[config.mk]
export PLATFORM = sky130hd
export DESIGN_NAME = alloc_range_tracker
export DESIGN_NICKNAME = d
export VERILOG_FILES = /design/src/rtl/art_pkg.sv /design/src/rtl/art_lookup.sv /design/src/rtl/art_repl.sv /design/src/rtl/alloc_range_tracker.sv
export SDC_FILE = /design/constraint.sdc
export NUM_CORES = 2
export LEC_CHECK = 0
export ABC_CLOCK_PERIOD_IN_PS = 27000
export CAP_MARGIN = 20
export CORE_ASPECT_RATIO = 1.4
export CORE_MARGIN = 4
export CORE_UTILIZATION = 45
export CTS_CLUSTER_SIZE = 28
export DETAILED_ROUTE_END_ITERATION = 8
export PLACE_DENSITY = 0.59
export SYNTH_ARGS = -nofsm -noshare
export SYNTH_HDL_FRONTEND = slang
export SYNTH_SLANG_ARGS = --single-unit
[constraint.sdc]
create_clock -name clk_i -period 27 [get_ports clk_i]
set_input_delay 5.4 -clock clk_i [delete_from_list [all_inputs] [get_ports clk_i]]
set_output_delay 5.4 -clock clk_i [all_outputs]
set_load 0.05 [all_outputs]
[src/rtl/art_pkg.sv]
`timescale 1ns/1ps
package art_pkg;
    localparam int ADDR_W   = 32;
    localparam int BLK_BITS = 6;
    // two spare bits: one for an exclusive bound at the top of memory, one for headroom
    localparam int BN_W     = ADDR_W - BLK_BITS + 2;

    typedef logic [BN_W-1:0] blk_t;

    typedef enum logic [1:0] {
        SWEEP_FWD     = 2'd0,
        SWEEP_BIDIR   = 2'd1,
        SWEEP_ILV     = 2'd2,
        SWEEP_FWD_ALT = 2'd3
    } sweep_e;

    typedef struct packed {
        logic vld;
        blk_t tag;   // first block at allocation time, used by free
        blk_t base;  // lowest block still tracked
        blk_t top;   // exclusive upper block
        blk_t cur;   // interleave cursor
    } entry_t;
endpackage

[src/rtl/art_lookup.sv]
`timescale 1ns/1ps
module art_lookup
    import art_pkg::*;
#(
    parameter int DEPTH       = 8,
    parameter int STRIDE_BLKS = 2,
    localparam int IW         = (DEPTH > 1) ? $clog2(DEPTH) : 1
) (
    input  entry_t          tbl_i [DEPTH],
    input  blk_t            blk_i,
    input  logic [1:0]      mode_i,
    output logic            hit_o,
    output logic            init_o,
    output logic [IW-1:0]   idx_o,
    output entry_t          upd_o
);
    localparam blk_t STEP = blk_t'(STRIDE_BLKS);
    localparam blk_t ONE  = blk_t'(1);

    logic [DEPTH-1:0] in_rng;
    entry_t           sel;
    blk_t             last;

    for (genvar g = 0; g < DEPTH; g++) begin : g_cmp
        assign in_rng[g] = tbl_i[g].vld && (blk_i >= tbl_i[g].base) && (blk_i < tbl_i[g].top);
    end

    // lowest matching slot wins
    always_comb begin
        hit_o = 1'b0;
        idx_o = '0;
        for (int i = 0; i < DEPTH; i++) begin
            if (!hit_o && in_rng[i]) begin
                hit_o = 1'b1;
                idx_o = IW'(i);
            end
        end
    end

    // truncation of the selected entry
    always_comb begin
        sel    = tbl_i[idx_o];
        upd_o  = sel;
        init_o = 1'b0;
        last   = sel.top - ONE;
        case (sweep_e'(mode_i))
            SWEEP_BIDIR: begin
                if (blk_i == sel.base) begin
                    init_o     = hit_o;
                    upd_o.base = sel.base + ONE;
                end else if (blk_i == last) begin
                    init_o    = hit_o;
                    upd_o.top = last;
                end
                upd_o.cur = upd_o.base;
            end
            SWEEP_ILV: begin
                if (blk_i == sel.cur) begin
                    init_o = hit_o;
                    if (sel.cur + STEP < sel.top) begin
                        upd_o.cur = sel.cur + STEP;
                    end else begin
                        upd_o.base = sel.base + ONE;
                        upd_o.cur  = sel.base + ONE;
                        if (sel.base + ONE >= sel.tag + STEP) begin
                            upd_o.vld = 1'b0;
                        end
                    end
                end
            end
            default: begin
                if (blk_i == sel.base) begin
                    init_o     = hit_o;
                    upd_o.base = sel.base + ONE;
                end
                upd_o.cur = upd_o.base;
            end
        endcase
        if (upd_o.base >= upd_o.top) begin
            upd_o.vld = 1'b0;
        end
    end
endmodule

[src/rtl/art_repl.sv]
`timescale 1ns/1ps
module art_repl #(
    parameter int DEPTH = 8,
    localparam int IW   = (DEPTH > 1) ? $clog2(DEPTH) : 1
) (
    input  logic [DEPTH-1:0] vld_i,
    input  logic [IW-1:0]    age_i  [DEPTH],
    output logic [IW-1:0]    rank_o [DEPTH],
    output logic [IW-1:0]    slot_o
);
    logic          has_free;
    logic [IW-1:0] free_slot;
    logic [IW-1:0] old_slot;

    // compacted age: number of surviving entries younger than this one
    always_comb begin
        for (int i = 0; i < DEPTH; i++) begin
            rank_o[i] = '0;
            for (int j = 0; j < DEPTH; j++) begin
                if (vld_i[j] && (age_i[j] < age_i[i])) begin
                    rank_o[i] = rank_o[i] + IW'(1);
                end
            end
        end
    end

    // lowest empty slot, otherwise the oldest entry
    always_comb begin
        has_free  = 1'b0;
        free_slot = '0;
        old_slot  = '0;
        for (int i = DEPTH - 1; i >= 0; i--) begin
            if (!vld_i[i]) begin
                has_free  = 1'b1;
                free_slot = IW'(i);
            end
            if (rank_o[i] == IW'(DEPTH - 1)) begin
                old_slot = IW'(i);
            end
        end
        slot_o = has_free ? free_slot : old_slot;
    end
endmodule

[src/rtl/alloc_range_tracker.sv]
`timescale 1ns/1ps
module alloc_range_tracker
    import art_pkg::*;
#(
    parameter int DEPTH       = 8,
    parameter int STRIDE_BLKS = 2,
    localparam int IW         = (DEPTH > 1) ? $clog2(DEPTH) : 1
) (
    input  logic                clk_i,
    input  logic                rst_ni,
    input  logic [1:0]          mode_i,
    input  logic                alloc_vld_i,
    input  logic [ADDR_W-1:0]   alloc_addr_i,
    input  logic [ADDR_W-1:0]   alloc_size_i,
    input  logic                free_vld_i,
    input  logic [ADDR_W-1:0]   free_addr_i,
    input  logic                st_vld_i,
    input  logic [ADDR_W-1:0]   st_addr_i,
    output logic                hit_o,
    output logic                init_o,
    output logic [IW-1:0]       hit_idx_o
);
    localparam int SUM_W = ADDR_W + 2;
    localparam logic [SUM_W-1:0] ROUND = SUM_W'((1 << BLK_BITS) - 1);

    entry_t        tbl_q [DEPTH];
    entry_t        tbl_d [DEPTH];
    entry_t        mid   [DEPTH];
    logic [IW-1:0] age_q [DEPTH];
    logic [IW-1:0] age_d [DEPTH];
    logic [IW-1:0] rank  [DEPTH];

    logic [DEPTH-1:0] vld_mid;
    logic [DEPTH-1:0] vld_vec;
    logic [DEPTH-1:0] live_vec;

    blk_t          st_blk;
    blk_t          free_blk;
    blk_t          new_base;
    blk_t          new_top;
    logic [SUM_W-1:0] end_sum;
    logic          ins;

    logic          lk_hit;
    logic          lk_init;
    logic [IW-1:0] lk_idx;
    entry_t        lk_upd;
    logic [IW-1:0] slot;

    assign st_blk   = blk_t'(st_addr_i >> BLK_BITS);
    assign free_blk = blk_t'(free_addr_i >> BLK_BITS);
    // base aligned down, end rounded up to whole blocks
    assign new_base = blk_t'(alloc_addr_i >> BLK_BITS);
    assign end_sum  = {2'b00, alloc_addr_i} + {2'b00, alloc_size_i} + ROUND;
    assign new_top  = blk_t'(end_sum >> BLK_BITS);
    assign ins      = alloc_vld_i && (alloc_size_i != '0);

    art_lookup #(
        .DEPTH       (DEPTH),
        .STRIDE_BLKS (STRIDE_BLKS)
    ) u_lookup (
        .tbl_i  (tbl_q),
        .blk_i  (st_blk),
        .mode_i (mode_i),
        .hit_o  (lk_hit),
        .init_o (lk_init),
        .idx_o  (lk_idx),
        .upd_o  (lk_upd)
    );

    // outputs only qualify with a store
    assign hit_o     = st_vld_i && lk_hit;
    assign init_o    = st_vld_i && lk_init;
    assign hit_idx_o = (st_vld_i && lk_hit) ? lk_idx : '0;

    // truncation and free act before the insert
    always_comb begin
        for (int i = 0; i < DEPTH; i++) begin
            mid[i] = tbl_q[i];
            if (st_vld_i && lk_init && (lk_idx == IW'(i))) begin
                mid[i] = lk_upd;
            end
            if (free_vld_i && mid[i].vld && (tbl_q[i].tag == free_blk)) begin
                mid[i].vld = 1'b0;
            end
        end
    end

    for (genvar g = 0; g < DEPTH; g++) begin : g_vec
        assign vld_mid[g]  = mid[g].vld;
        assign vld_vec[g]  = tbl_q[g].vld;
        assign live_vec[g] = tbl_q[g].base < tbl_q[g].top;
    end

    art_repl #(
        .DEPTH (DEPTH)
    ) u_repl (
        .vld_i  (vld_mid),
        .age_i  (age_q),
        .rank_o (rank),
        .slot_o (slot)
    );

    always_comb begin
        for (int i = 0; i < DEPTH; i++) begin
            tbl_d[i] = mid[i];
            age_d[i] = mid[i].vld ? (rank[i] + IW'(ins)) : '0;
        end
        if (ins) begin
            tbl_d[slot] = '{vld: 1'b1, tag: new_base, base: new_base, top: new_top, cur: new_base};
            age_d[slot] = '0;
        end
    end

    always_ff @(posedge clk_i) begin
        if (!rst_ni) begin
            for (int i = 0; i < DEPTH; i++) begin
                tbl_q[i] <= '0;
                age_q[i] <= '0;
            end
        end else begin
            for (int i = 0; i < DEPTH; i++) begin
                tbl_q[i] <= tbl_d[i];
                age_q[i] <= age_d[i];
            end
        end
    end
endmodule

# Yosys cells after proc, flatten, opt, wreduce, memory -nomap -nowiden
# Cells that the tools add are included.
# word_totals
regBits	928
input_bits	135
out_inout_bits	5
elab_cells	519
# op_classes
add_sub_neg	70
magnitude_cmp	86
eq_ne	28
n_mux	159
n_bitwise	4
reduce_logical	124
# op_table
op	n
$mux W113	11
$bwmux W904	1
$mux W904	1
$bmux W113 S3	1
$demux W113 S3	1
$mux W28	10
$mux W3	87
$eq A28 B26 Y1	8
$ge A26 B28 Y1	8
$lt A26 B28 Y1	8
$lt A3 B3 Y1	64
$add A3 B1 Y3 const B	48
$logic_and A1 B1 Y1	115
$eq A26 B28 Y1	3
$add A28 B2 Y28 const B	2
$ge A28 B28 Y1	2
$mux W1	42
$eq A3 B3 Y1 const B	12
$add A33 B6 Y34 const B	1
$add A32 B32 Y33	1
$reduce_bool A32 Y1	1
$add A28 B1 Y28 const B	1
$lt A28 B28 Y1	1
$sub A28 B1 Y28 const B	1
other kinds (17)	41

# Longest topological paths before layout
# logic_depth
word_depth	74
mapped_depth	94
depth_no_buf	82

# Modules after synthesis
# A second synthesis with hierarchy kept.
# hier_totals
hier_cells	10505
hier_area_um2	76569.7
# modules_own_cells
mod	n_inst	cells_per_inst	area_each_um2	seq_area_each_um2
alloc_range_tracker	1	5536	42782.3	18577.8
art_lookup	1	4292	28516.1	0.0
art_repl	1	677	5271.3	0.0

# Worst setup path after synthesis
# Ideal clock, no wire load.
# synth_path
path_kind	input -> register
from	input port st_addr_i[6]
to	register tbl_q[631] (netlist bit)
setup_ps	72
arrival_ps	21988
required_time_ps	26928
slack_ps	4940
path_stages	83
path_buffers	10
cell_sequence	buf_2 > inv_2 > ha_1 > nand4_1 > nor4_1 > or4_1 > o31ai_1 > o311a_1 > or4_2 > nand3_4 > buf_4 > clkbuf_1 > clkbuf_1 > a2111oi_0 > a211oi_2 > ha_1 > nand3_1 > or3_1 > [47 not listed] > a21oi_1 > ha_1 > nor2_1 > nor2_1 > ha_1 > nand4_1 > xnor2_1 > xor3_1 > or3_1 > a211oi_2 > nor4b_2 > o211a_1 > o31ai_4 > and3_1 > buf_4 > buf_6 > buf_6 > mux2i_1
# synth_via
elab_chain_cells	73
word_cells_on_any_way	366
cone_classes	add/sub (60); order compare (21); eq/ne (18); mux (144); bitwise (2); reduce/logical (121)
# synth_lines
element	line_no	rtl
start: declaration	alloc_range_tracker.sv:18	input logic [ADDR_W-1:0] st_addr_i,
$ge A26 B28 Y1	art_lookup.sv:25	assign in_rng[g] = tbl_i[g].vld && (blk_i >= tbl_i[g].base) && (blk_i < tbl_i[g].top);
$logic_and A1 B1 Y1 (2 in a row)	art_lookup.sv:25	
$mux W1	art_lookup.sv:33	if (!hit_o && in_rng[i]) begin
$logic_not A1 Y1	art_lookup.sv:33	
$logic_and A1 B1 Y1	art_lookup.sv:33	
$mux W1	art_lookup.sv:33	
$logic_not A1 Y1	art_lookup.sv:33	
$logic_and A1 B1 Y1	art_lookup.sv:33	
[56 not listed]	-	
$mux W3	art_repl.sv:41	slot_o = has_free ? free_slot : old_slot;
$not A3 Y4 (implied by the code)	alloc_range_tracker.sv:110	tbl_d[slot] = '{vld: 1'b1, tag: new_base, base: new_base, top: new_top, cur: new_base};
$ge A4 B4 Y1 (implied by the code) or $lt A4 B1 Y1 (tied branches)	alloc_range_tracker.sv:110	
$logic_and A1 B1 Y1 (implied by the code)	alloc_range_tracker.sv:110	
$mux W113 (implied by the code)	alloc_range_tracker.sv:110	
$demux W113 S3	alloc_range_tracker.sv:110	
$bwmux W904	alloc_range_tracker.sv:110	
$mux W904 *	alloc_range_tracker.sv:109	if (ins) begin
end signal: indexed assignment	alloc_range_tracker.sv:123	tbl_q[i] <= tbl_d[i];
end: declaration	alloc_range_tracker.sv:26	entry_t tbl_q [DEPTH];
# Mark *: on every way between the ends. The rest lies on a longest branch, timed or not. The select of a mux whose other input is x is not followed.
# A chain may end at the register's enable or synchronous reset.

# Worst setup path in the final report
# layout_path
from	input port st_addr_i[29]
to	register tbl_q[41] (netlist bit)
# The elaborated chain is that of the path after synthesis.

==> metrics.txt <==
Die W 353 um; clock sink count 928; Final min period 26.12 ns; clock network power share 38.9%; Net Sw Frac 34.9%; #FFs+latches synth 928; Logic pwr share 25.0%; r2r setup slk 6.10 ns; adder-cell share of the synthesized area 11.7%; # IOs 140; synth unique cells 138; slowest stage cell on the critical path clkdlybuf4s50_1; total track usage 43.7%; post_cts resized 0; largest net degree at the start of global routing 169; cts bufs inserted 103; post-route antenna net violation count 0; Max-slew headroom 6.80%; post-synth top area cell dfxtp_1; final WL 396000 um; syn nets 10443; Setup WS pre-CTS 0.686 ns; DRT Pass-1 Iters 9; outcome complete, no violations; main combinational cell family by area after synthesis simple AND/OR/NAND/NOR gates; max-slew violations 0; chip height 492 um; synthesized instance count 9604; Slew @ Worst Pin 1.39 ns; initial antenna violation count 26; WP data arrival 26.82 ns; fin util 51.6%; RD Place Congestion 1.07; max-cap violation count 0; Initial Util 45.3%; final clock skew 0.0473 ns; reg-to-reg startpoint tbl_q[747]; Clock Path Buffers 3; initial drt markers 8664; fin nets 10687; Max Fclk 38.3 MHz; Rows 177; post-synthesis simple-gate area fraction 18.9%; CTS hold repair buffers 0; Worst Hold Depth 2; setup tns final 0 ns; CP Launch Point st_addr_i[29]; post-CTS setup buffer count 0; Setup crit end kind flop; Sequential Power Share 36.1%; wire per inst 32.8 um; Pleak 35.5 nW; final worst slack 0.878 ns; Synth Area per Inst 7.83 um2; Core Box Area 166000 um2; Worst path most repeated cell buf_4; worst min-delay path class flop to flop; CTS tree built; sequential fraction of the synthesis area 24.7%; Compound-Gate Fraction of Synth Area 18.4%; Final Cycle Share 96.7%; Startpoint Class primary input; RSZ-0062 raised after global routing no; Port Buffer Count 127; vias in the first global route 75343; Cells after DPL 11886; worst path required time 27.70 ns; xor/xnor share of the synthesized area 5.95%; post-synthesis mux area share 13.0%; async set-reset flop share out of synthesis 0%; FF-to-FF path depth 88; CP max stage delay 1.04 ns; largest fanout on the critical path 20; Peak VDD IR 0.0530 mV; critical path class primary input to flop; number of flops mapped to enable cells by yosys 0; filler cell count 16249; power density over cell area 45.8 nW/um2; Final Hold Vio Count 0; dpl hpwl 295000 um; via count 78378; Ys Warns 0; DRC Markers 0; first-pass GRT wire length 552000 um; die area 174000 um2; Area contributors post-synth dfxtp_1 (25%), mux2i_1 (12%), ha_1 (12%); clock transition at the registers of the reported paths 0.06 ns; P_sw 1.37 mW; worst skew pair latency 0.81 ns; Yosys top cell area share 24.7%; most common flop cell mapped by yosys dfxtp_1; Post-Syn Area 75200 um2; Max H-tree Level 3; CTS root buffer clkbuf_16; Final Non-Filler Cells 12095; internal power 2.56 mW; reg-to-reg endpoint tbl_q[41]; vias per inst 6.48; # setup viols final 0; total gr overflow 0; share of layout cells above drive strength 1 11.0%; Area Growth Syn to Fin 14.1%; worst setup path endpoint tbl_q[41]
-- kinds of logic after synthesis --
| family | count (synthesis) |
|---|---|
| AND/OR/NAND/NOR | 3128 |
| AO/OA/AOI/OAI | 2117 |
| buffers and inverters | 1274 |
| multiplexers | 969 |
| flip-flops | 928 |
| adder cells (fa/ha/maj) | 704 |
| XOR/XNOR | 484 |
-- registers in the layout (all words and copies together) (netlist names) --
signal  cells
age_q      24
tbl_q     904
-- layer usage --
metal	up-vias	part of all wire [%]	track usage, %
li1	34525	-	-
met1	37452	34	47.4
met2	4700	45	70.6
met3	1695	8.8	8.83
met4	6	12	42.4
met5	-	0.010	0
-- metrics by stage --
stage          power, mW  hold WS, ns  area, um2
6_report            3.93        0.441      85800
3_3_place_gp        2.38        0.423      82100
5_1_grt             4.03        0.463      85800
2_1_floorplan       1.96        0.414      75200
3_5_place_dp        2.39        0.427      82100
4_1_cts             3.91        0.442      85700
-- worst max-delay path: cells and delay by family --
| kind | cells | cell delay (ns) |
|---|---|---|
| and+or+nand+nor | 29 | 7.15 |
| AOI/OAI and AO/OA | 32 | 7.02 |
| buffers and inverters | 15 | 3.59 |
| adders and majority gates | 8 | 2.66 |
| xor gates and xnor gates | 2 | 0.63 |
| muxes | 1 | 0.21 |
-- layout by cell type, fill, tap and decap left out, types with 238 or more instances in the layout --
cell type,instances
a21oi_1,329
buf_4,605
dfxtp_1,928
ha_1,704
inv_1,609
mux2i_1,895
nand2_1,1792
nand3_1,294
nor2_1,275
o21ai_0,765
xnor2_1,238
-- power groups by stage --
| stage | sequential, mW | clock [mW] | combinational, mW |
|---|---|---|---|
| finish | 1.42 | 1.53 | 0.985 |
| global route | 1.42 | 1.58 | 1.02 |
| CTS | 1.42 | 1.54 | 0.950 |
| detailed placement | 1.45 | 0 | 0.945 |
| global placement | 1.45 | 0 | 0.937 |
| floorplan | 1.44 | 0 | 0.521 |
-- Yosys cell counts (71+ instances only) --
master    number
o21ai_0      767
clkbuf_1     418
buf_2        118
nor3_1       127
dfxtp_1      928
nand3_1      300
a21o_1       117
nor4_1        80
nand4_1      140
nor2_1       280
nand2_1     1807
inv_1        609
a31oi_1       73
mux2_2        71
xnor2_1      238
o211ai_1     141
a21oi_1      329
xor2_1       228
mux2i_1      895
ha_1         704
-- how the worst min path moves through the flow --
stage / start / end / slack [ns]
after floorplan: tbl_q[592] / tbl_q[592] / 0.41
after global placement: tbl_q[479] / tbl_q[479] / 0.42
after detailed placement: tbl_q[479] / tbl_q[479] / 0.43
after CTS: tbl_q[27] / tbl_q[27] / 0.44
after global routing: tbl_q[592] / tbl_q[592] / 0.46
final: tbl_q[27] / tbl_q[27] / 0.44
-- cell type report --
cell class	instances	area [um2]	share of cell area (%)
repair buffers	797	7080	8.25
well taps	2148	2690	3.13
inverters	616	2310	2.70
multi-input cells	7402	51600	60.1
diodes	17	42.5	0.0496
clock inverters	41	584	0.681
clock buffers	146	2950	3.44
flip-flops and latches	928	18600	21.7
No activity file was read; power rests on OpenSTA's default activity.
